`config.mk`:
```
export PLATFORM = sky130hd
export DESIGN_NAME = wordSplitter
export DESIGN_NICKNAME = d
export VERILOG_FILES = /design/src/rtl/splitPkg.sv /design/src/rtl/splitCtrl.sv /design/src/rtl/splitPath.sv /design/src/rtl/wordSplitter.sv
export SDC_FILE = /design/constraint.sdc
export NUM_CORES = 1
export LEC_CHECK = 0
export ABC_AREA = 1
export ABC_CLOCK_PERIOD_IN_PS = 4800
export BUFFER_PORTS_ARGS = -buffer_cell sky130_fd_sc_hd__clkbuf_2
export CORE_ASPECT_RATIO = 1.2
export CORE_UTILIZATION = 35
export CTS_BUF_LIST = sky130_fd_sc_hd__clkbuf_8
export DETAILED_ROUTE_END_ITERATION = 8
export HOLD_SLACK_MARGIN = 0.05
export PLACE_DENSITY_LB_ADDON = 0.15
export SLEW_MARGIN = 20
export SYNTH_ARGS = -nofsm -noshare
export SYNTH_HDL_FRONTEND = slang
export SYNTH_SLANG_ARGS = --single-unit
export TNS_END_PERCENT = 30
```
`constraint.sdc`:
```
create_clock -name clk -period 4.8 [get_ports clk]
set_clock_uncertainty 0.05 [all_clocks]
set_input_delay 0.96 -clock clk [delete_from_list [all_inputs] [get_ports clk]]
set_output_delay 0.96 -clock clk [all_outputs]
set_load 0.01 [all_outputs]
```
`src/rtl/splitPkg.sv`:
```
package splitPkg;
  localparam int LANE_CNT = 4;

  typedef struct packed {
    logic capture;
    logic firstAck;
    logic secondAck;
    logic inSecond;
  } stepStrb_t;

  // Transfer size code: binary byte count, 4 bytes -> 100
  function automatic logic [2:0] sizeCode(input logic [2:0] nBytes);
    logic [2:0] c;
    case (nBytes)
      3'd4:    c = 3'b100;
      3'd3:    c = 3'b011;
      3'd2:    c = 3'b010;
      default: c = 3'b001;
    endcase
    return c;
  endfunction
endpackage

```
`src/rtl/splitCtrl.sv`:
```
module splitCtrl
  import splitPkg::*;
(
  input  logic      clk,
  input  logic      rstN,
  input  logic      reqValid,
  input  logic      busAck,
  input  logic      isSplit,
  output stepStrb_t strb,
  output logic      busReq,
  output logic      reqDone
);
  typedef enum logic [1:0] {ST_IDLE, ST_OP1, ST_OP2, ST_FIN} stepState_t;

  stepState_t state, stateNext;

  always_ff @(posedge clk or negedge rstN) begin
    if (!rstN) state <= ST_IDLE;
    else       state <= stateNext;
  end

  always_comb begin
    stateNext      = state;
    strb.capture   = 1'b0;
    strb.firstAck  = 1'b0;
    strb.secondAck = 1'b0;
    strb.inSecond  = (state == ST_OP2);
    unique case (state)
      ST_IDLE: if (reqValid) begin
        strb.capture = 1'b1;
        stateNext    = ST_OP1;
      end
      ST_OP1: if (busAck) begin
        strb.firstAck = 1'b1;
        stateNext     = isSplit ? ST_OP2 : ST_FIN;
      end
      ST_OP2: if (busAck) begin
        strb.secondAck = 1'b1;
        stateNext      = ST_FIN;
      end
      ST_FIN: stateNext = ST_IDLE;
      default: stateNext = ST_IDLE;
    endcase
  end

  assign busReq  = (state == ST_OP1) || (state == ST_OP2);
  assign reqDone = (state == ST_FIN);
endmodule

```
`src/rtl/splitPath.sv`:
```
module splitPath
  import splitPkg::*;
#(
  parameter int AW = 32,
  parameter int BUS_LANES = 8
) (
  input  logic                 clk,
  input  logic                 rstN,
  input  stepStrb_t            strb,
  input  logic [AW-1:0]        reqAddr,
  input  logic                 reqWrite,
  input  logic [31:0]          reqWdata,
  input  logic                 reqExt,
  input  logic [3:0]           ridCfg,
  input  logic [31:0]          busRdata,
  output logic                 isSplit,
  output logic                 extMode,
  output logic [AW-1:0]        busAddr,
  output logic [2:0]           busSize,
  output logic                 busBurst,
  output logic                 busWrite,
  output logic [BUS_LANES-1:0] busLanes,
  output logic [31:0]          busWdata,
  output logic [31:0]          rdData
);
  localparam int OFFW = $clog2(LANE_CNT);

  logic [AW-1:0]       addrQ;
  logic                writeQ;
  logic [31:0]         wdataQ;
  logic                extQ;
  logic [3:0]          ridQ;
  logic [7:0]          accQ [LANE_CNT];
  logic [OFFW-1:0]     off;
  logic [LANE_CNT-1:0] firstLanes;
  logic [LANE_CNT-1:0] laneSel;
  logic [2:0]          nBytes;
  logic [OFFW-1:0]     srcLane;
  logic [OFFW-1:0]     dstLane;

  always_ff @(posedge clk or negedge rstN) begin
    if (!rstN) begin
      addrQ  <= '0;
      writeQ <= 1'b0;
      wdataQ <= '0;
      extQ   <= 1'b0;
      ridQ   <= '0;
    end else if (strb.capture) begin
      addrQ  <= reqAddr;
      writeQ <= reqWrite;
      wdataQ <= reqWdata;
      extQ   <= reqExt;
      ridQ   <= ridCfg;
    end
  end

  assign off        = addrQ[OFFW-1:0];
  assign isSplit    = (off != '0);
  assign extMode    = extQ;
  assign firstLanes = 4'b1111 << off;
  assign laneSel    = strb.inSecond ? ~firstLanes : firstLanes;
  assign nBytes     = strb.inSecond ? {1'b0, off} : (3'd4 - {1'b0, off});

  assign busAddr  = strb.inSecond ? {addrQ[AW-1:OFFW] + 1'b1, {OFFW{1'b0}}} : addrQ;
  assign busSize  = extQ ? ridQ[2:0] : sizeCode(nBytes);
  assign busBurst = extQ & ridQ[3];
  assign busWrite = writeQ;
  assign busLanes = {{(BUS_LANES-LANE_CNT){1'b0}}, laneSel};

  // store: lane i takes request byte (i - off) mod 4
  always_comb begin
    busWdata = '0;
    srcLane  = '0;
    for (int i = 0; i < LANE_CNT; i++) begin
      srcLane = OFFW'(i) - off;
      busWdata[8*i +: 8] = wdataQ[8*srcLane +: 8];
    end
  end

  // load: collect enabled lanes of each acknowledged operation
  for (genvar g = 0; g < LANE_CNT; g++) begin : gLane
    always_ff @(posedge clk or negedge rstN) begin
      if (!rstN) accQ[g] <= '0;
      else if ((strb.firstAck || strb.secondAck) && laneSel[g])
        accQ[g] <= busRdata[8*g +: 8];
    end
  end

  // result byte k comes from lane (k + off) mod 4
  always_comb begin
    rdData  = '0;
    dstLane = '0;
    for (int k = 0; k < LANE_CNT; k++) begin
      dstLane = OFFW'(k) + off;
      rdData[8*k +: 8] = accQ[dstLane];
    end
  end
endmodule

```
`src/rtl/wordSplitter.sv`:
```
module wordSplitter
  import splitPkg::*;
#(
  parameter int AW = 32
) (
  input  logic          clk,
  input  logic          rstN,
  input  logic          reqValid,
  input  logic          reqWrite,
  input  logic [AW-1:0] reqAddr,
  input  logic [31:0]   reqWdata,
  input  logic          reqExt,
  input  logic [3:0]    ridCfg,
  output logic          reqDone,
  output logic [31:0]   rdData,
  output logic          busReq,
  output logic [AW-1:0] busAddr,
  output logic [2:0]    busSize,
  output logic          busBurst,
  output logic          busWrite,
  output logic [7:0]    busLanes,
  output logic [31:0]   busWdata,
  input  logic          busAck,
  input  logic [31:0]   busRdata
);
  stepStrb_t strb;
  logic      isSplit;
  logic      extMode;
  logic      inSecond;

  splitCtrl uCtrl (
    .clk(clk), .rstN(rstN), .reqValid(reqValid), .busAck(busAck),
    .isSplit(isSplit), .strb(strb), .busReq(busReq), .reqDone(reqDone)
  );

  splitPath #(.AW(AW), .BUS_LANES(8)) uPath (
    .clk(clk), .rstN(rstN), .strb(strb), .reqAddr(reqAddr),
    .reqWrite(reqWrite), .reqWdata(reqWdata), .reqExt(reqExt),
    .ridCfg(ridCfg), .busRdata(busRdata), .isSplit(isSplit),
    .extMode(extMode), .busAddr(busAddr), .busSize(busSize),
    .busBurst(busBurst), .busWrite(busWrite), .busLanes(busLanes),
    .busWdata(busWdata), .rdData(rdData)
  );

  assign inSecond = strb.inSecond;
endmodule

```
==> run_results.csv <==
group,metric,value,unit
clocking,postCtsHoldBufs,0,
setup_path,crit_path_end_kind,"primary output",
place,port-buffer-count,212,
floorplan,ios,217,
grt,grt_pass1_wl,29200,µm
floorplan,die_area,19000,µm²
yosys,synth_xor_area_frac,0.0328,
yosys,yosysTopAreaCellShare,0.404,
clocking,cts_root_buf,"clkbuf_8",
grt,grtUsageTotal,0.201,
min_path,hold_class,"reg2reg",
power,power.density,777,nW/µm²
grt,overflow,0,
floorplan,die_w,126,µm
setup_path,arrival,3.42,ns
layout,drive_above_1_share,0.302,
floorplan,initial_utilization,0.356,
routing,drc,0,
sta,rsz0062_at_grt,"no",
yosys,ys_top_cells_by_area,"dfrtp_1, nand2_1, o21ai_0",
yosys,synth_fa_ha_area_frac,0.0233,
routing,first_pass_iters,5,
place,dp_hpwl,14400,µm
sta,fmax,226,MHz
layout,fill_cells,1941,
run_status,outcome,"finished clean",
power,ir_worst_vdd,0.000286,V
yosys,seq_area_frac_synth,0.404,
yosys,muxShareOfSynthArea,0.0955,
clocking,cts_tree,"yes",
yosys,ys_ff_latch,104,
clocking,cts_buffer_depth,2,
setup_path,critical_path_class,"reg2out",
routing,wl_per_cell,14.9,µm
setup_path,cp_max_fo,38,
yosys,synth_compound_area_frac,0.141,
setup_path,start_kind,"flip-flop",
yosys,avgSynthCellArea,7.73,µm²
sta,slew_violations,0,
yosys,syn-instance-count,834,
place,placed_cell_area,7630,µm²
layout,final_cell_mix,"nand2_1, clkbuf_2, o21ai_0",
routing,drtAntennaViolNets,0,
floorplan,rows,54,
flow_run,maxCapViolCount,0,
setup_path,slowest_delay,0.88,ns
clocking,clkTransAtPathRegs,0.10,ns
yosys,yosys.area.top_type,"dfrtp_1",
place,gp_congestion,0.813,
yosys,ys_types,32,
sta,maxSlewHeadroom,0.356,
grt,antenna_found_initial,1,
yosys,ys_warn_count,0,
sta,fin_crit,4.43,ns
setup_path,path_cells,"inv_2 > ha_1 > inv_1 > o21ai_0 > clkbuf_2",
grt,grt_pass1_vias,5571,
place,preCtsSetupSlack,0.705,ns
routing,drt_iter0_markers,262,
setup_path,cp_data_required_time,3.79,ns
layout,post-route-cell-area,7870,µm²
setup_path,crit_path_top_delay_cell,"ha_1",
routing,routed_wl,18700,µm
clocking,ctsResizeCount,0,
sta,layout_setup_ws,0.374,ns
clocking,cts_sinks,104,
yosys,netlist_area,6450,µm²
clocking,cts-buffers-inserted,9,
sta,setup_viol,0,
floorplan,die_h,151,µm
layout,syn_to_final_growth,22.0,%
yosys,synth_top_family_by_area,"simple AND/OR/NAND/NOR gates",
sta,hold_violations,0,
clocking,cts_max_level,3,
clocking,cts_post_setup_buffers_inserted,0,
routing,num_vias,5936,
sta,setup_tns,0,ns
routing,post_drt_via_cell_ratio,4.74,
setup_path,crit_buf_inv,3,
sta,period_share,0.922,
layout,layout_commonest_cell,"nand2_1",
setup_path,critical-path-top-delay-family,"buffers and inverters",
layout,nets,1139,
clocking,clock_latency,0.38,ns
sta,max_slew.worst_pin.slew,0.965,ns
yosys,synth_simple_gate_area_share,0.220,
grt,grt_max_degree,98,
floorplan,core_area,18100,µm²
power,p_leak,0.00408,µW
layout make-up:
type / count / area (µm²) / area share
repair buffers: 219 / 1120 / 0.142
clock inverters: 6 / 95.1 / 0.0121
diodes: 2 / 5.00 / 0.000636
inverters: 82 / 308 / 0.0391
clock buffers: 10 / 138 / 0.0175
multi-input cells: 605 / 3320 / 0.422
well taps: 224 / 280 / 0.0356
flip-flops and latches: 104 / 2600 / 0.331
flip-flops by register name, summed over array words and instances (netlist names):
| signal | cells |
|---|---|
| uPath.busWrite | 1 |
| uPath.addrQ | 32 |
| uPath.extMode | 1 |
| uPath.accQ | 32 |
| uPath.ridQ | 4 |
| uPath.wdataQ | 32 |
| uCtrl.state | 2 |
cell usage after synthesis, drive strengths merged:
library cell and number:
nand2 220, ha 12, clkbuf 19, a21oi 46
inv 82, xnor2 9, o21a 1, xor2 13
o21ai 129, o22ai 1, mux2 52, buf 27
o211ai 1, nand3 22, nand4 6, dfrtp 104
nor3 4, o221ai 1, nor2 80, conb 1
nand3b 4
through the flow:
step                      power (µW)  instances  hold WS, ns   util
final                           6110       1252        0.447  0.434
after global routing            6690       1250        0.487  0.434
after CTS                       6190       1250        0.454  0.434
after detailed placement        5520       1234        0.429  0.421
after global placement          5470       1234        0.423  0.421
after floorplan                 4130        837        0.403      -
final timing paths:
check	to	cells after the start	slack (ns)	startpoint
setup / recovery	busWdata[21]	5	0.37	uPath.addrQ[0]
hold / removal	uPath.accQ[10]	2	0.45	uPath.accQ[10]
setup reg to reg	uPath.accQ[6]	7	1.94	uCtrl.state[0]
hold reg to reg	uPath.accQ[10]	2	0.45	uPath.accQ[10]
max in group asynchronous	uPath.addrQ[14]	2	3.17	rstN
min in group asynchronous	uPath.accQ[19]	1	0.62	rstN
cell families after synthesis:
logic type	Yosys count
simple gates	336
fa+ha+maj	12
mux	52
compound gates	179
flops	104
buf+inv	128
xor+xnor	22
other cells	1
per-layer routing:
metal  track usage  wire length, µm  vias to the layer above
met5             0                0                        -
met4        0.0777              391                        0
met3        0.0426             1130                       22
met2         0.344             8990                      173
met1         0.248             8200                     2688
li1              -                -                     3053
worst min-delay path: cells and delay by family, from the launching register on:
family / cells / cell delay, ns
flops: 1 / 0.37
simple gates: 2 / 0.11
where the power goes:
group	total (µW)	switching, µW	leakage, µW	internal (µW)
clock	654	338	0.000118	316
combinational	3830	2380	0.00278	1450
sequential	1630	324	0.00119	1300
Note: power is estimated with default switching activity, not from simulation.
